--- src/rtl/trap_pkg.sv ---
package trap_pkg;
  typedef enum logic [2:0] {
    SQ_IDLE  = 3'd0,
    SQ_ENTER = 3'd1,
    SQ_SAVE  = 3'd2,
    SQ_RST   = 3'd3,
    SQ_HALT  = 3'd4
  } seq_state_e;

  localparam logic [7:0] TT_MISALIGN = 8'h07;
  localparam logic [4:0] IDX_SAVE_PC  = 5'd17;
  localparam logic [4:0] IDX_SAVE_NPC = 5'd18;
endpackage

--- src/rtl/trap_align.sv ---
module trap_align #(
  parameter int unsigned LOW_W = 3
) (
  input  logic             mem_req,
  input  logic [1:0]       mem_size,
  input  logic [LOW_W-1:0] mem_addr_lo,
  output logic             fault
);
  logic [LOW_W-1:0] need_zero;

  // bit k must be zero when the access spans more than 2**k bytes
  for (genvar k = 0; k < LOW_W; k++) begin : g_mask
    assign need_zero[k] = (32'(mem_size) > k);
  end

  assign fault = mem_req && |(mem_addr_lo & need_zero);
endmodule

--- src/rtl/trap_arb.sv ---
module trap_arb
  import trap_pkg::*;
#(
  parameter int unsigned TTW = 8
) (
  input  logic           cpu_reset,
  input  logic           sync_req,
  input  logic [TTW-1:0] sync_tt,
  input  logic           align_fault,
  input  logic           irq_req,
  input  logic [TTW-1:0] irq_tt,
  input  logic           cur_et,
  output logic           go_reset,
  output logic           go_trap,
  output logic           go_halt,
  output logic [TTW-1:0] sel_tt
);
  logic any_sync;

  assign any_sync = sync_req || align_fault;
  assign go_reset = cpu_reset;
  assign go_halt  = !cpu_reset && any_sync && !cur_et;
  assign go_trap  = !cpu_reset && cur_et && (any_sync || irq_req);

  always_comb begin
    if (sync_req)         sel_tt = sync_tt;
    else if (align_fault) sel_tt = TTW'(TT_MISALIGN);
    else                  sel_tt = irq_tt;
  end

  // reset excludes every other choice
  always_comb begin
    if (cpu_reset) begin
      p_reset_first_r10: assert (!go_trap && !go_halt);
    end
  end
endmodule

--- src/rtl/trap_seq.sv ---
module trap_seq
  import trap_pkg::*;
#(
  parameter int unsigned NWIN   = 8,
  parameter int unsigned AW     = 32,
  parameter int unsigned TTW    = 8,
  parameter int unsigned TT_LSB = 4
) (
  input  logic                     clk,
  input  logic                     rst_n,
  input  logic                     go_reset,
  input  logic                     go_trap,
  input  logic                     go_halt,
  input  logic [TTW-1:0]           sel_tt,
  input  logic [AW-1:0]            cur_pc,
  input  logic [AW-1:0]            cur_npc,
  input  logic                     cur_s,
  input  logic                     cur_ps,
  input  logic [$clog2(NWIN)-1:0]  cur_cwp,
  input  logic [AW-1:0]            cur_tbr,
  output logic                     busy,
  output logic                     err_halt,
  output logic                     st_we,
  output logic                     st_et,
  output logic                     st_s,
  output logic                     st_ps,
  output logic [$clog2(NWIN)-1:0]  st_cwp,
  output logic                     tbr_we,
  output logic [AW-1:0]            tbr_val,
  output logic                     rf_we,
  output logic [$clog2(NWIN)-1:0]  rf_win,
  output logic [4:0]               rf_idx,
  output logic [AW-1:0]            rf_wdata,
  output logic                     redirect,
  output logic [AW-1:0]            new_pc,
  output logic [AW-1:0]            new_npc
);
  localparam int unsigned CW     = $clog2(NWIN);
  localparam int unsigned TT_MSB = TT_LSB + TTW - 1;
  localparam logic [CW-1:0] TOP_WIN = CW'(NWIN - 1);

  seq_state_e      state_q, state_d;
  logic [AW-1:0]   pc_q, npc_q, tbr_q;
  logic [AW-1:0]   pc_d, npc_d, tbr_d;
  logic [CW-1:0]   cwp_q, cwp_d, cwp_dec;
  logic            s_q, ps_q, s_d, ps_d;
  logic            ld_en;

  assign cwp_dec = (cur_cwp == '0) ? TOP_WIN : cur_cwp - CW'(1);

  // next state
  always_comb begin
    state_d = state_q;
    ld_en   = 1'b0;
    pc_d    = pc_q;
    npc_d   = npc_q;
    tbr_d   = tbr_q;
    cwp_d   = cwp_q;
    s_d     = s_q;
    ps_d    = ps_q;
    if (go_reset) begin
      state_d = SQ_RST;
      ld_en   = 1'b1;
      ps_d    = cur_ps;
      cwp_d   = cur_cwp;
    end else begin
      unique case (state_q)
        SQ_IDLE: begin
          if (go_halt) begin
            state_d = SQ_HALT;
          end else if (go_trap) begin
            state_d = SQ_ENTER;
            ld_en   = 1'b1;
            pc_d    = cur_pc;
            npc_d   = cur_npc;
            s_d     = cur_s;
            cwp_d   = cwp_dec;
            tbr_d   = cur_tbr;
            tbr_d[TT_MSB:TT_LSB] = sel_tt;
            tbr_d[TT_LSB-1:0]    = '0;
          end
        end
        SQ_ENTER: state_d = SQ_SAVE;
        SQ_SAVE:  state_d = SQ_IDLE;
        SQ_RST:   state_d = SQ_IDLE;
        SQ_HALT:  state_d = SQ_HALT;
        default:  state_d = SQ_IDLE;
      endcase
    end
  end

  // registers
  always_ff @(posedge clk or negedge rst_n) begin
    if (!rst_n) begin
      state_q <= SQ_IDLE;
      pc_q    <= '0;
      npc_q   <= '0;
      tbr_q   <= '0;
      cwp_q   <= '0;
      s_q     <= 1'b0;
      ps_q    <= 1'b0;
    end else begin
      state_q <= state_d;
      if (ld_en) begin
        pc_q  <= pc_d;
        npc_q <= npc_d;
        tbr_q <= tbr_d;
        cwp_q <= cwp_d;
        s_q   <= s_d;
        ps_q  <= ps_d;
      end
    end
  end

  // outputs decoded from the sequence state
  always_comb begin
    busy     = (state_q == SQ_ENTER) || (state_q == SQ_SAVE) || (state_q == SQ_RST);
    err_halt = (state_q == SQ_HALT);
    st_we    = 1'b0;
    st_et    = 1'b0;
    st_s     = 1'b1;
    st_ps    = 1'b0;
    st_cwp   = cwp_q;
    tbr_we   = 1'b0;
    tbr_val  = tbr_q;
    rf_we    = 1'b0;
    rf_win   = cwp_q;
    rf_idx   = IDX_SAVE_PC;
    rf_wdata = pc_q;
    redirect = 1'b0;
    new_pc   = tbr_q;
    new_npc  = tbr_q + AW'(4);
    unique case (state_q)
      SQ_ENTER: begin
        st_we  = 1'b1;
        st_ps  = s_q;
        tbr_we = 1'b1;
        rf_we  = 1'b1;
      end
      SQ_SAVE: begin
        rf_we    = 1'b1;
        rf_idx   = IDX_SAVE_NPC;
        rf_wdata = npc_q;
        redirect = 1'b1;
      end
      SQ_RST: begin
        st_we    = 1'b1;
        st_ps    = ps_q;
        redirect = 1'b1;
        new_pc   = '0;
        new_npc  = AW'(4);
      end
      default: ;
    endcase
  end

  // every state write leaves traps disabled
  p_et_cleared_r1: assert property (@(posedge clk) disable iff (!rst_n)
    st_we |-> !st_et);

  // new window is one below the window seen at acceptance (modulo NWIN)
  p_cwp_step_r2: assert property (@(posedge clk) disable iff (!rst_n)
    (st_we && tbr_we) |->
      ((st_cwp == TOP_WIN) ? ($past(cur_cwp) == '0)
                           : ($past(cur_cwp) == st_cwp + CW'(1))));

  // a PC save is always followed by the nPC save in the same window
  p_save_pair_r3: assert property (@(posedge clk) disable iff (!rst_n)
    (rf_we && rf_idx == IDX_SAVE_PC && !go_reset) |=>
      (rf_we && rf_idx == IDX_SAVE_NPC && $stable(rf_win)));

  // every redirect keeps nPC one word after PC
  p_npc_step_r5: assert property (@(posedge clk) disable iff (!rst_n)
    redirect |-> (new_npc == new_pc + AW'(4)));

  // error halt issues nothing
  p_halt_quiet_r8: assert property (@(posedge clk) disable iff (!rst_n)
    err_halt |-> (!st_we && !rf_we && !tbr_we && !redirect));
endmodule

--- src/rtl/trap_entry_seq.sv ---
module trap_entry_seq
  import trap_pkg::*;
#(
  parameter int unsigned NWIN   = 8,
  parameter int unsigned AW     = 32,
  parameter int unsigned TTW    = 8,
  parameter int unsigned TT_LSB = 4,
  parameter int unsigned LOW_W  = 3
) (
  input  logic                    clk,
  input  logic                    rst_n,
  input  logic                    cpu_reset,
  input  logic                    sync_req,
  input  logic [TTW-1:0]          sync_tt,
  input  logic                    irq_req,
  input  logic [TTW-1:0]          irq_tt,
  input  logic                    mem_req,
  input  logic [1:0]              mem_size,
  input  logic [LOW_W-1:0]        mem_addr_lo,
  input  logic [AW-1:0]           cur_pc,
  input  logic [AW-1:0]           cur_npc,
  input  logic                    cur_et,
  input  logic                    cur_s,
  input  logic                    cur_ps,
  input  logic [$clog2(NWIN)-1:0] cur_cwp,
  input  logic [AW-1:0]           cur_tbr,
  output logic                    busy,
  output logic                    err_halt,
  output logic                    st_we,
  output logic                    st_et,
  output logic                    st_s,
  output logic                    st_ps,
  output logic [$clog2(NWIN)-1:0] st_cwp,
  output logic                    tbr_we,
  output logic [AW-1:0]           tbr_val,
  output logic                    rf_we,
  output logic [$clog2(NWIN)-1:0] rf_win,
  output logic [4:0]              rf_idx,
  output logic [AW-1:0]           rf_wdata,
  output logic                    redirect,
  output logic [AW-1:0]           new_pc,
  output logic [AW-1:0]           new_npc
);
  logic           align_fault;
  logic           go_reset, go_trap, go_halt;
  logic [TTW-1:0] sel_tt;

  trap_align #(.LOW_W(LOW_W)) u_align (
    .mem_req     (mem_req),
    .mem_size    (mem_size),
    .mem_addr_lo (mem_addr_lo),
    .fault       (align_fault)
  );

  trap_arb #(.TTW(TTW)) u_arb (
    .cpu_reset   (cpu_reset),
    .sync_req    (sync_req),
    .sync_tt     (sync_tt),
    .align_fault (align_fault),
    .irq_req     (irq_req),
    .irq_tt      (irq_tt),
    .cur_et      (cur_et),
    .go_reset    (go_reset),
    .go_trap     (go_trap),
    .go_halt     (go_halt),
    .sel_tt      (sel_tt)
  );

  trap_seq #(.NWIN(NWIN), .AW(AW), .TTW(TTW), .TT_LSB(TT_LSB)) u_seq (
    .clk      (clk),
    .rst_n    (rst_n),
    .go_reset (go_reset),
    .go_trap  (go_trap),
    .go_halt  (go_halt),
    .sel_tt   (sel_tt),
    .cur_pc   (cur_pc),
    .cur_npc  (cur_npc),
    .cur_s    (cur_s),
    .cur_ps   (cur_ps),
    .cur_cwp  (cur_cwp),
    .cur_tbr  (cur_tbr),
    .busy     (busy),
    .err_halt (err_halt),
    .st_we    (st_we),
    .st_et    (st_et),
    .st_s     (st_s),
    .st_ps    (st_ps),
    .st_cwp   (st_cwp),
    .tbr_we   (tbr_we),
    .tbr_val  (tbr_val),
    .rf_we    (rf_we),
    .rf_win   (rf_win),
    .rf_idx   (rf_idx),
    .rf_wdata (rf_wdata),
    .redirect (redirect),
    .new_pc   (new_pc),
    .new_npc  (new_npc)
  );
endmodule

--- config.mk ---
export PLATFORM = sky130hd
export DESIGN_NAME = trap_entry_seq
export DESIGN_NICKNAME = d
export VERILOG_FILES = /design/src/rtl/trap_pkg.sv /design/src/rtl/trap_align.sv /design/src/rtl/trap_arb.sv /design/src/rtl/trap_seq.sv /design/src/rtl/trap_entry_seq.sv
export SDC_FILE = /design/constraint.sdc
export NUM_CORES = 1
export LEC_CHECK = 0
export ABC_AREA = 1
export BUFFER_PORTS_ARGS = -buffer_cell sky130_fd_sc_hd__buf_2
export CORE_AREA = 2 2 108 110
export CTS_CLUSTER_DIAMETER = 50
export DETAILED_ROUTE_END_ITERATION = 12
export DIE_AREA = 0 0 110 112
export GPL_TIMING_DRIVEN = 0
export PLACE_DENSITY = 0.83
export SLEW_MARGIN = 20
export SYNTH_ARGS = -nofsm -noshare
export SYNTH_HDL_FRONTEND = slang
export SYNTH_SLANG_ARGS = --single-unit
--- constraint.sdc ---
create_clock -name clk -period 2.1 [get_ports clk]
set_clock_uncertainty 0.05 [all_clocks]
set_input_delay 0.42 -clock clk [delete_from_list [all_inputs] [get_ports clk]]
set_output_delay 0.42 -clock clk [all_outputs]
set_load 0.01 [all_outputs]
; After elaboration in Yosys (flattened, before gate mapping)
; Index checks and enable logic that the tools add are counted.
; W data, S select, Z words.
[word_totals]
out_inout_bits = 148
reg_bits = 100
[op_classes]
n_bitwise = 3
n_eq_ne = 6
n_addsub = 2
order_cmp = 3
n_mux = 24
n_reduce_logical = 22
[ops]
columns = op, n
row1 = $mux W32, 3
row2 = $add A32 B3 Y32 const B, 1
row3 = $mux W3, 8
row4 = $mux W8, 2
row5 = $pmux W3 S3, 1
row6 = $mux W1, 8
row7 = $eq A3 B2 Y1 const B, 2
row8 = $logic_not A3 Y1, 2
row9 = $reduce_or A2 Y1, 3
row10 = $logic_and A1 B1 Y1, 5
row11 = $reduce_and A5 Y1, 1
row12 = $gt A2 B1 Y1 const B, 2
row13 = $logic_or A1 B1 Y1, 4
row14 = $ne A4 B4 Y1 const B, 1
row15 = $reduce_and A4 Y1, 1
row16 = $reduce_bool A2 Y1, 2
row17 = $and A3 B3 Y3, 1
row18 = $eq A3 B1 Y1 const B, 1
row19 = $eq A3 B3 Y1 const B, 1
row20 = $reduce_or A3 Y1, 1
row21 = $sub A3 B1 Y3 const B, 1
row22 = $gt A2 B2 Y1 const B, 1
row23 = $logic_not A1 Y1, 2
row24 = $mux W2, 1
row25 = 4 further kinds, 5

; Depth between registers and ports, before layout
[depth]
word_depth = 12
depth_mapped = 10
depth_no_buf = 8

; By module
; From an unflattened synthesis, not the netlist that was laid out.
[hier_totals]
cells_unflattened = 716
hier_area_um2 = 5276.3
[by_module_without_submodules]
columns = mod, n_inst, area_per_inst_um2, seq_area_each_um2, cells_each
row1 = trap_seq, 1, 5088.6, 2502.4, 673
row2 = trap_arb, 1, 153.9, 0.0, 34
row3 = trap_align, 1, 33.8, 0.0, 9

; Worst setup path after synthesis
; Ideal clock, no wire load.
[synth_path]
path_kind = flip-flop to output port
start = reg u_seq.state_q[2]
end = out new_pc[10]
setup_slack_ns = 0.299
path_stages_with_launch = 7
path_buffers = 2
t_required_ns = 1.630
arrival_time_ns = 1.331
cell_sequence = dfrtp_1 > nor2_1 > nand2_1 > inv_2 > buf_2 > nor2_1 > buf_4
[synth_between]
elab_chain_cells = 2
[synth_rtl]
columns = item, line
row1 = start: declaration, trap_seq.sv:42  ; seq_state_e state_q, state_d;
row2 = start signal: assignment, trap_seq.sv:103  ; state_q <= state_d;
row3 = $eq A3 B2 Y1, trap_seq.sv:133  ; unique case (state_q)
row4 = $mux W32, trap_seq.sv:133
row5 = end: declaration, trap_entry_seq.sv:41  ; output logic [AW-1:0] new_pc,
; Every way passes these cells.

; Worst setup path in the final report
[layout_path]
start = reg u_seq.state_q[1]
end = out rf_wdata[9]
[layout_between]
elab_chain_cells = 2
[layout_rtl]
columns = item, line
row1 = $eq A3 B2 Y1, trap_seq.sv:133
row2 = $mux W32, trap_seq.sv:133
row3 = end: declaration, trap_entry_seq.sv:39  ; output logic [AW-1:0] rf_wdata,
; Every way passes these cells.

==> flow_metrics.tcl <==
set metrics [dict create \
    final-setup-viol-count 0 \
    cpMaxStageDelayCell "dfrtp_1" \
    antenna_found_initial 1 \
    cts.clk_slew.worst_paths_ps 80 \
    fin_util_pct 63.8 \
    start_kind "register" \
    grt_pass1_wl_um 22900 \
    holdCritPathClass "input port to register" \
    htreeDepth 3 \
    vias_per_cell 4.52 \
    fmax_mhz 484 \
    crit_arrival_ps 1590 \
    core-area_sq_mm 0.0112 \
    dp_cells 1093 \
    synth-seq-area-share_pct 49.2 \
    synthArstFlopShare_pct 100 \
    ys_warn_count 0 \
    syn_inst 688 \
    initial_core_util_pct 45.5 \
    stdcell_count 1123 \
    synth_top_area_share_pct 49.2 \
    cts_tree "yes" \
    synth_cell_types 23 \
    drc 0 \
    ys_ff_latch 100 \
    wl_met2_um 7290 \
    powerDensity_mw_per_mm2 888 \
    cts_root_buf "clkbuf_16" \
    maxCapViolations 0 \
    hold_viol 0 \
    total_power_mw 6.33 \
    wl_met1_um 6120 \
    cp_slowest_stage_delay_ps 410 \
    crit_fanout 8 \
    ys_top_cells_by_count "399 x nand2_1, 100 x dfrtp_1, 53 x buf_4" \
    yosys.area.top_type "dfrtp_1" \
    rsz0062_at_grt "yes" \
    die_h_um 112 \
    wl_per_cell_um 13.0 \
    grt_pass1_vias 4807 \
    p_leak_nw 4.45 \
    overflow 0 \
    path_common_cell "nand2_1" \
    first_iter_violations 207 \
    crit_chain "inv_2, nor2_4, nand2_4, clkinv_8, clkbuf_16, nand2_1, nand2_1, buf_2" \
    synth_area_leaders "dfrtp_1 49%, nand2_1 29%, buf_4 7.8%" \
    wirelength_um 14600 \
    die_w_um 110 \
    drtAntennaViolNets 0 \
    syn_area_per_cell_sq_um 7.39 \
    die_area_sq_mm 0.0123 \
    cts.sinks 100 \
    synthFlopType "dfrtp_1" \
    fin_crit_sh_pct 98.3 \
    rows 39 \
    port_buffers 246 \
    vias 5071 \
    irDropWorstVdd_uv 473 \
    netlist_area_sq_mm 0.00508 \
    cts_buffers 9 \
    grt_use_total_pct 23.7 \
    cts_max_path_buffers 2 \
    io_pins 277 \
    nFillCells 1033 \
    outcome "completed" \
    fin_crit_ps 2060 \
    drive_gt1_share_pct 38.5 \
    fin_tns_setup_ps 0 \
    clock_latency_ps 330 \
    dp_hpwl_um 10900 \
    gp_congestion 0.811 \
    top_layer_used "met4" \
    synth-edff-count 0 \
    yosysMostFrequentCell "nand2_1" \
    worstSetupEndpointType "primary output" \
    path_class "register to primary output" \
    grt_max_degree 61 \
    worstPathRequired_ps 1630 \
    first_pass_iters 6 \
    slew_viol_final 0 \
    nets 1105 \
    met3_length_um 1040 \
    syn_to_final_growth_pct 40.3 \
]
critical path: cells and delay by family (launching register included):
family | cells | cell delay [ps]
and+or+nand+nor | 4 | 320
buffers and inverters | 4 | 510
DFF | 1 | 410
flip-flops by register name (all words and copies together), names as in the netlist:
register       cells
u_seq.npc_q       32
u_seq.pc_q        32
u_seq.ps_q         1
u_seq.rf_win       3
u_seq.s_q          1
u_seq.state_q      3
u_seq.tbr_val     28
cells in the final DEF (no fill, tap or decap), drive strengths merged:
cell type and instances:
nand2 401, conb 17, dfrtp 100, inv 45, nand3 12, clkinv 6, buf 333, dlygate4sd3 1
nor2 36, o21ai 9, ha 2, clkbuf 13, a21oi 1, diode 1, o22ai 3
metal layers:
layer	vias to the layer above	GRT usage [%]
li1	2551	-
met1	2322	30.1
met2	180	40.8
met3	18	4.04
met4	0	7.17
met5	-	0
final cells by class:
cell class                      count  area, sq um  share of cell area [%]
Clock inverter                      6         58.8                   0.825
Antenna cell                        1         2.50                  0.0351
Buffer                             77          624                    8.76
Multi-Input combinational cell    481         1940                    27.2
Clock buffer                       10          239                    3.35
Timing Repair Buffer              260         1400                    19.6
Inverter                           45          184                    2.58
Tap cell                          143          179                    2.51
Sequential cell                   100         2500                    35.1
logic make-up after synthesis:
kind of cell	count (synthesis)	synth area share (%)
and+or+nand+nor	449	34.2
buffers and inverters	122	14.6
AOI/OAI and AO/OA	13	1.35
adders and majority gates	2	0.492
DFF	100	49.2
other	2	0.148
per-stage QoR:
step / cell area, sq um / worst slack (ps) / hold slack [ps]
2_1_floorplan: 5140 / 299 / 74.4
3_3_place_gp: 6550 / -494 / 411
3_5_place_dp: 6580 / 12.0 / 305
4_1_cts: 6980 / -11.5 / 212
5_1_grt: 7130 / -25.1 / 211
6_report: 7130 / 35.6 / 223
power breakdown:
group	total, mW	internal, mW	switching, mW
clock	1.62	0.862	0.758
combinational	2.06	0.961	1.10
sequential	2.65	2.37	0.278
total	6.33	4.19	2.14
worst paths after layout:
kind / from / end / slack [ps] / cells after the start
max: u_seq.state_q[1] / rf_wdata[9] / 40 / 8
min: cur_tbr[21] / u_seq.tbr_val[21] / 220 / 3
max reg2reg: u_seq.state_q[1] / u_seq.pc_q[31] / 380 / 9
min reg2reg: u_seq.pc_q[14] / u_seq.pc_q[14] / 430 / 2
max in group asynchronous: rst_n / u_seq.pc_q[20] / 860 / 3
min in group asynchronous: rst_n / u_seq.tbr_val[21] / 500 / 2
repair_timing:
item                                   CTS  global route
hold buffers                             1             0
pin swaps                                1             2
gates resized for setup                 24            18
endpoints found under the hold margin   40             0
setup endpoints to repair               75            55
cloned                                   0             2
buffers inserted                         4             6
Note: power is estimated with default switching activity, not from simulation.
